<file path="src/rtl/serialAdderPkg.sv">
package serialAdderPkg;
  typedef struct packed {
    logic load;
    logic clrCarry;
    logic shift;
  } strobe_t;
endpackage

</file>
<file path="src/rtl/serialFullAdder.sv">
module serialFullAdder (
  input  logic x,
  input  logic y,
  input  logic z,
  output logic s,
  output logic c
);
  always_comb begin
    s = x ^ y ^ z;
    c = (x & y) | (x & z) | (y & z);
  end
endmodule

</file>
<file path="src/rtl/serialAdderCtrl.sv">
module serialAdderCtrl #(
  parameter int N = 8
) (
  input  logic clk,
  input  logic rstN,
  input  logic loadEn,
  input  logic carryClr,
  input  logic shiftEn,
  output serialAdderPkg::strobe_t strobe,
  output logic done
);
  localparam int CW = (N > 1) ? $clog2(N) : 1;
  localparam logic [CW-1:0] LAST = CW'(N - 1);

  logic [CW-1:0] bitCnt;
  logic doneQ;

  always_comb begin
    strobe.load     = loadEn;
    strobe.clrCarry = carryClr;
    strobe.shift    = shiftEn & ~loadEn & ~carryClr;
  end

  always_ff @(posedge clk or negedge rstN) begin
    if (!rstN) begin
      bitCnt <= '0;
      doneQ  <= 1'b0;
    end else if (strobe.load || strobe.clrCarry) begin
      bitCnt <= '0;
      doneQ  <= 1'b0;
    end else if (strobe.shift) begin
      if (bitCnt == LAST) begin
        bitCnt <= '0;
        doneQ  <= 1'b1;
      end else begin
        bitCnt <= bitCnt + 1'b1;
        doneQ  <= 1'b0;
      end
    end else begin
      doneQ <= 1'b0;
    end
  end

  assign done = doneQ;
endmodule

</file>
<file path="src/rtl/serialAdderPath.sv">
module serialAdderPath #(
  parameter int N = 8
) (
  input  logic clk,
  input  logic rstN,
  input  serialAdderPkg::strobe_t strobe,
  input  logic [N-1:0] augendIn,
  input  logic [N-1:0] addendIn,
  input  logic serialIn,
  output logic [N-1:0] regA,
  output logic [N-1:0] regB,
  output logic carryQ
);
  logic sumBit;
  logic carryBit;

  serialFullAdder fa_i (
    .x(regA[0]),
    .y(regB[0]),
    .z(carryQ),
    .s(sumBit),
    .c(carryBit)
  );

  always_ff @(posedge clk or negedge rstN) begin
    if (!rstN) begin
      regA <= '0;
      regB <= '0;
    end else if (strobe.load) begin
      regA <= augendIn;
      regB <= addendIn;
    end else if (strobe.shift) begin
      regA <= {sumBit, regA[N-1:1]};
      regB <= {serialIn, regB[N-1:1]};
    end
  end

  always_ff @(posedge clk or negedge rstN) begin
    if (!rstN) begin
      carryQ <= 1'b0;
    end else if (strobe.clrCarry) begin
      carryQ <= 1'b0;
    end else if (strobe.shift) begin
      carryQ <= carryBit;
    end
  end
endmodule

</file>
<file path="src/rtl/serialAdderTop.sv">
module serialAdderTop #(
  parameter int N = 8
) (
  input  logic clk,
  input  logic rstN,
  input  logic loadEn,
  input  logic [N-1:0] augendIn,
  input  logic [N-1:0] addendIn,
  input  logic shiftEn,
  input  logic carryClr,
  input  logic serialIn,
  output logic [N-1:0] sumOut,
  output logic [N-1:0] addendOut,
  output logic carryOut,
  output logic done
);
  serialAdderPkg::strobe_t strobe;

  serialAdderCtrl #(.N(N)) ctrl_i (
    .clk(clk),
    .rstN(rstN),
    .loadEn(loadEn),
    .carryClr(carryClr),
    .shiftEn(shiftEn),
    .strobe(strobe),
    .done(done)
  );

  serialAdderPath #(.N(N)) path_i (
    .clk(clk),
    .rstN(rstN),
    .strobe(strobe),
    .augendIn(augendIn),
    .addendIn(addendIn),
    .serialIn(serialIn),
    .regA(sumOut),
    .regB(addendOut),
    .carryQ(carryOut)
  );
endmodule

</file>
<file path="config.mk">
export PLATFORM = sky130hd
export DESIGN_NAME = serialAdderTop
export DESIGN_NICKNAME = d
export VERILOG_FILES = /design/src/rtl/serialAdderPkg.sv /design/src/rtl/serialFullAdder.sv /design/src/rtl/serialAdderCtrl.sv /design/src/rtl/serialAdderPath.sv /design/src/rtl/serialAdderTop.sv
export SDC_FILE = /design/constraint.sdc
export NUM_CORES = 1
export LEC_CHECK = 0
export BUFFER_PORTS_ARGS = -buffer_cell sky130_fd_sc_hd__buf_2
export CAP_MARGIN = 20
export CORE_AREA = 5 5 77 79
export DETAILED_ROUTE_END_ITERATION = 8
export DIE_AREA = 0 0 82 84
export SYNTH_ARGS = -nofsm -noshare
export SYNTH_HDL_FRONTEND = slang
export SYNTH_SLANG_ARGS = --single-unit
</file>
<file path="constraint.sdc">
create_clock -name clk -period 3.3 [get_ports clk]
set_input_delay 0.66 -clock clk [delete_from_list [all_inputs] [get_ports clk]]
set_output_delay 0.66 -clock clk [all_outputs]
set_load 0.005 [all_outputs]
</file>
=== Yosys cells after proc, flatten, opt, wreduce, memory -nomap -nowiden ===
Cells that the tools add are included.

* Add/subtract/negate cells: 1
* Equal/unequal tests: 1
* Muxes and demuxes: 12
* Bitwise gates (word level): 11
* Reduce and logical (&&, ||, !) cells: 4

{| class="wikitable"
|+ Operators with widths
! kind !! number
|-
| 8-bit 2-to-1 mux || 4
|-
| 3-bit 2-to-1 mux || 3
|-
| 2-bit nonzero test || 3
|-
| 1-bit AND || 5
|-
| 1-bit 2-to-1 mux || 5
|-
| 3-bit by 1-bit adder with 3-bit output, second input constant || 1
|-
| 3-bit equality test, second input constant || 1
|-
| 1-bit inverter || 2
|-
| 1-bit OR || 2
|-
| 1-bit XOR || 2
|-
| 1-bit logical OR || 1
|}

* Bits in registers: 21
* Input port bits: 22
* Output and inout bits: 18

=== Depth between registers and ports, before layout ===
* Depth in word-level cells: 5
* Mapped depth: 4
* Gate-level depth less buffers: 4

=== Cells and area by module ===
From an unflattened synthesis, not the netlist that was laid out.

* Cell total of the unflattened synthesis: 91
* Area total of the unflattened synthesis: 1017.2 um2

{| class="wikitable"
|+ By module, submodules not included
! module !! instances !! cells each !! area each (um2) !! sequential area each (um2)
|-
| serialAdderPath || 1 || 72 || 783.3 || 425.4
|-
| serialAdderCtrl || 1 || 18 || 214.0 || 100.1
|-
| serialFullAdder || 1 || 1 || 20.0 || 0.0
|}

=== Worst setup path before layout ===
No wires, ideal clock.

* Kind: input-to-reg
* Start: in loadEn
* End: reg path_i.regB[4]
* Setup time: 126 ps
* Arrival time: 1340 ps
* Slack: 1834 ps
* Stages on the path: 4
* Cells stage by stage: buf_6 > buf_6 > buf_6 > a221o_1

* Word-level cells in the longest chain between the ends: 4
* Elaborated cells between the ends (all ways): 5

{| class="wikitable"
|+ Ends and longest elaborated chain
! element !! RTL line !! text
|-
| from (decl) || serialAdderTop.sv:6 || <nowiki>input logic loadEn,</nowiki>
|-
| 1-bit inverter || serialAdderCtrl.sv:21 || <nowiki>strobe.shift = shiftEn & ~loadEn & ~carryClr;</nowiki>
|-
| 1-bit AND (2 in series) || serialAdderCtrl.sv:21 ||
|-
| 2-bit nonzero test (no source line) || - ||
|-
| to (signal assigned) || serialAdderPath.sv:31 || <nowiki>regB <= addendIn;</nowiki>
|-
| to (signal assigned) || serialAdderPath.sv:34 || <nowiki>regB <= {serialIn, regB[N-1:1]};</nowiki>
|-
| to (decl) || serialAdderPath.sv:11 || <nowiki>output logic [N-1:0] regB,</nowiki>
|}

Several ways; a longest one is shown, not always the timed one.
A chain may end at the register's enable or synchronous reset.

=== Worst setup path after layout ===
* Start: in shiftEn
* End: reg path_i.regA[1]

* Word-level cells in the longest chain between the ends: 3

{| class="wikitable"
|+ Ends and longest elaborated chain
! element !! RTL line !! text
|-
| from (decl) || serialAdderTop.sv:9 || <nowiki>input logic shiftEn,</nowiki>
|-
| 1-bit AND (2 in series) || serialAdderCtrl.sv:21 ||
|-
| 2-bit nonzero test (no source line) || - ||
|-
| to (signal assigned) || serialAdderPath.sv:30 || <nowiki>regA <= augendIn;</nowiki>
|-
| to (signal assigned) || serialAdderPath.sv:33 || <nowiki>regA <= {sumBit, regA[N-1:1]};</nowiki>
|-
| to (decl) || serialAdderPath.sv:10 || <nowiki>output logic [N-1:0] regA,</nowiki>
|}

Every way passes these cells.

==> results.md <==
* CTS-repair resized insts at 0
* Slew Limit Fails at 0
* Cell variety after synth at 20
* I/O Pins at 40
* Max FO, Critical Path at 24
* Antenna-violating nets left at 0
* Combinational share of power at about a fifth
* Clk sinks at 21
* Post-route DRC violation count at 0
* Crit Path Class: input pin to flip-flop
* Syn Area/Cell at between 10 and 15 sq um
* Final-report hold violation count at 0
* Most frequent cell after synthesis: dfrtp_1
* Yosys Warn Count at 0
* Area delta synth->final at 17.3%
* Sequential cell area at 526 sq um
* Tightest Pin Transition at 0.785 ns
* GP Congestion at 0.682
* RSZ-0062 raised after global routing: false
* Fmax at 0.580 GHz
* Crit. End Element: flip-flop
* Rel. slew slack at 47.7%
* Die H at 84 um
* Final WS setup at 1.57 ns
* Vias in the first global route at just over 900
* Mapped Cells at just over 100
* Share of the synthesized area in the top cell type at 42.0%
* Post-CTS setup buffers at 0
* Filler instances at approximately 580
* Clk root buf: clkbuf_8
* Drt total wl at ~2900 um
* Clock transition at path regs at 0.08 ns
* Total gr overflow at 0
* Req. time, crit path at 3.45 ns
* First-pass GRT wire length at 4770 um
* Grt peak-use layer: met1
* Global-route usage over all layers at about 8.8%
* CTS Buf Count at 3
* VDD IR max at 155 uV
* H-tree Lvls at 1
* M3 GR Usage at 1.84%
* Cell taking the most area after synthesis: dfrtp_1
* Top cells by count, synth: dfrtp_1 (21), a221o_1 (16), and4bb_1 (15), nor2b_1 (13), buf_6 (6)
* Die area at 0.00689 sq mm
* Setup TNS at 0 ns
* Vias/cell at 4.46
* Pint at 0.000427 W
* Top FF cell, synth: dfrtp_1
* Fraction of registers with async set/reset at 100%
* Skew-Pair Late Insertion Delay at around 0.26 ns
* Final setup vio count at 0
* Mapped cell area at ~0.0013 sq mm
* Wire length per cell at 14.1 um
* Initial Utilization at 23.8%
* Pwr Total at 0.000582 W
* IO buf count at 39
* Synthesized flop and latch total at 21
* Nets at 157
* TritonCTS clock tree: yes
* Arr. time, crit path at 1.87 ns
* Clock buffer depth at 2
* GR Util met1 at 13.7%
* Largest net degree at the start of global routing at 55
* Hold/Removal Path Class: input pin to async pin
* Flop pwr share at 50.9%
* Final Core Density at approximately 28%
* DIE WIDTH at around 80 um
* Core ar. at 0.00527 sq mm
* Power per cell area at a little under 400 mW/mm^2
* HPWL after detailed placement at 1990 um
* Initial antenna violation count at 0
* First-pass DRT Iterations at 4
* Worst setup SP type: input pin
* Ranking of synthesized cells by area: dfrtp_1 (42%), and4bb_1 (15%), a221o_1 (13%)
* Hold Buf Count CTS at 0
* Area occupied by multi-input gates at 602 sq um
* Status: finished, final reports clean
* Clock Power Share at 29.4%
* Synthesized net count at 127
* Share of layout cells above drive strength 1 at 32.8%
* Diodes inserted at 0
* Fin crit share at 52.3%
* Met2 Use GR at 11.8%
* Max cap viols at 0
* DP Worst Slack at 1.29 ns
* Sw frac at a little over a quarter
* Iteration-0 DRC Markers at 30
* Sw power at 0.000155 W
* Clk_skew at 0.00263 ns
* EDFF count, synth at 0
* Vias at 905
* Leak at around 0.72 nW
* # rows at 27
* Register area share after synthesis at 42.0%
* Tmin final at 1.73 ns
## flip-flops by register name (all words and copies together), names as in the netlist
| name | flops |
|---|---|
| path_i.regA | 8 |
| path_i.regB | 8 |
| ctrl_i.bitCnt | 3 |
| ctrl_i.done | 1 |
| path_i.carryQ | 1 |
## routing by layer
layer / part of all wire (%) / wire, um / vias up
met5: 0 / 0 / -
met4: 0.56 / 16 / 0
met3: 4.5 / 130 / 2
met2: 42 / 1210 / 30
met1: 53 / 1510 / 428
li1: - / - / 445
## final cells by class
cell class              instances  share of cell area (%)
clock buffers                   4                    3.07
inverters                       3                   0.767
multi-input cells              64                    41.0
flip-flops and latches         21                    35.8
well taps                      72                    6.13
repair buffers                 39                    13.3
## kinds of logic after synthesis
logic type	synth area share [%]
AO/OA/AOI/OAI	14.0
adder cells (fa/ha/maj)	3.60
buffers and inverters	9.99
flip-flops	42.0
multiplexers	1.60
AND/OR/NAND/NOR	28.9
## power by group through the flow
stage          Sequential (W)  Clock (W)  Combinational (W)
6_report             0.000296   0.000171           0.000114
5_1_grt              0.000300   0.000189           0.000129
4_1_cts              0.000297   0.000177           0.000117
3_5_place_dp         0.000301          0           0.000117
2_1_floorplan        0.000298          0          0.0000760
3_3_place_gp         0.000301          0           0.000115
## path summary, 6_finish.rpt
kind / start / endpoint / slack, ns / cells past startpoint
min: rstN / path_i.regA[6]$_DFFE_PN0P_ / 0.35 / 1
min in group clk: path_i.carryQ$_DFFE_PN0P_ / path_i.carryQ$_DFFE_PN0P_ / 0.57 / 2
max reg2reg: ctrl_i.bitCnt[0]$_DFFE_PN0P_ / ctrl_i.bitCnt[0]$_DFFE_PN0P_ / 1.86 / 4
max: shiftEn / path_i.regA[1]$_DFFE_PN0P_ / 1.57 / 3
min reg2reg: path_i.carryQ$_DFFE_PN0P_ / path_i.carryQ$_DFFE_PN0P_ / 0.57 / 2
max in group asynchronous: rstN / path_i.carryQ$_DFFE_PN0P_ / 2.61 / 1
## placed cells by master (no fill, tap or decap), types with 3 or more instances in the layout
master and instances:
buf_2 39, dfrtp_1 21, a221o_1 16, and4bb_1 15, nor2b_1 13, nor3_1 3
inv_1 3, nand2b_1 3, and2b_1 3, clkbuf_8 3
## critical path, stage by stage
cell and delay [ns]:
buf_2 0.31, nand2b_1 0.46, a221o_1 0.43
## stage by stage
stage / instances / cell area [sq um] / hold WS, ns
6_report: 203 / 1470 / 0.353
5_1_grt: 203 / 1470 / 0.385
4_1_cts: 203 / 1470 / 0.375
3_5_place_dp: 199 / 1420 / 0.573
3_3_place_gp: 199 / 1420 / 0.563
2_1_floorplan: 102 / 1250 / 0.364
No activity file was read; power rests on OpenSTA's default activity.
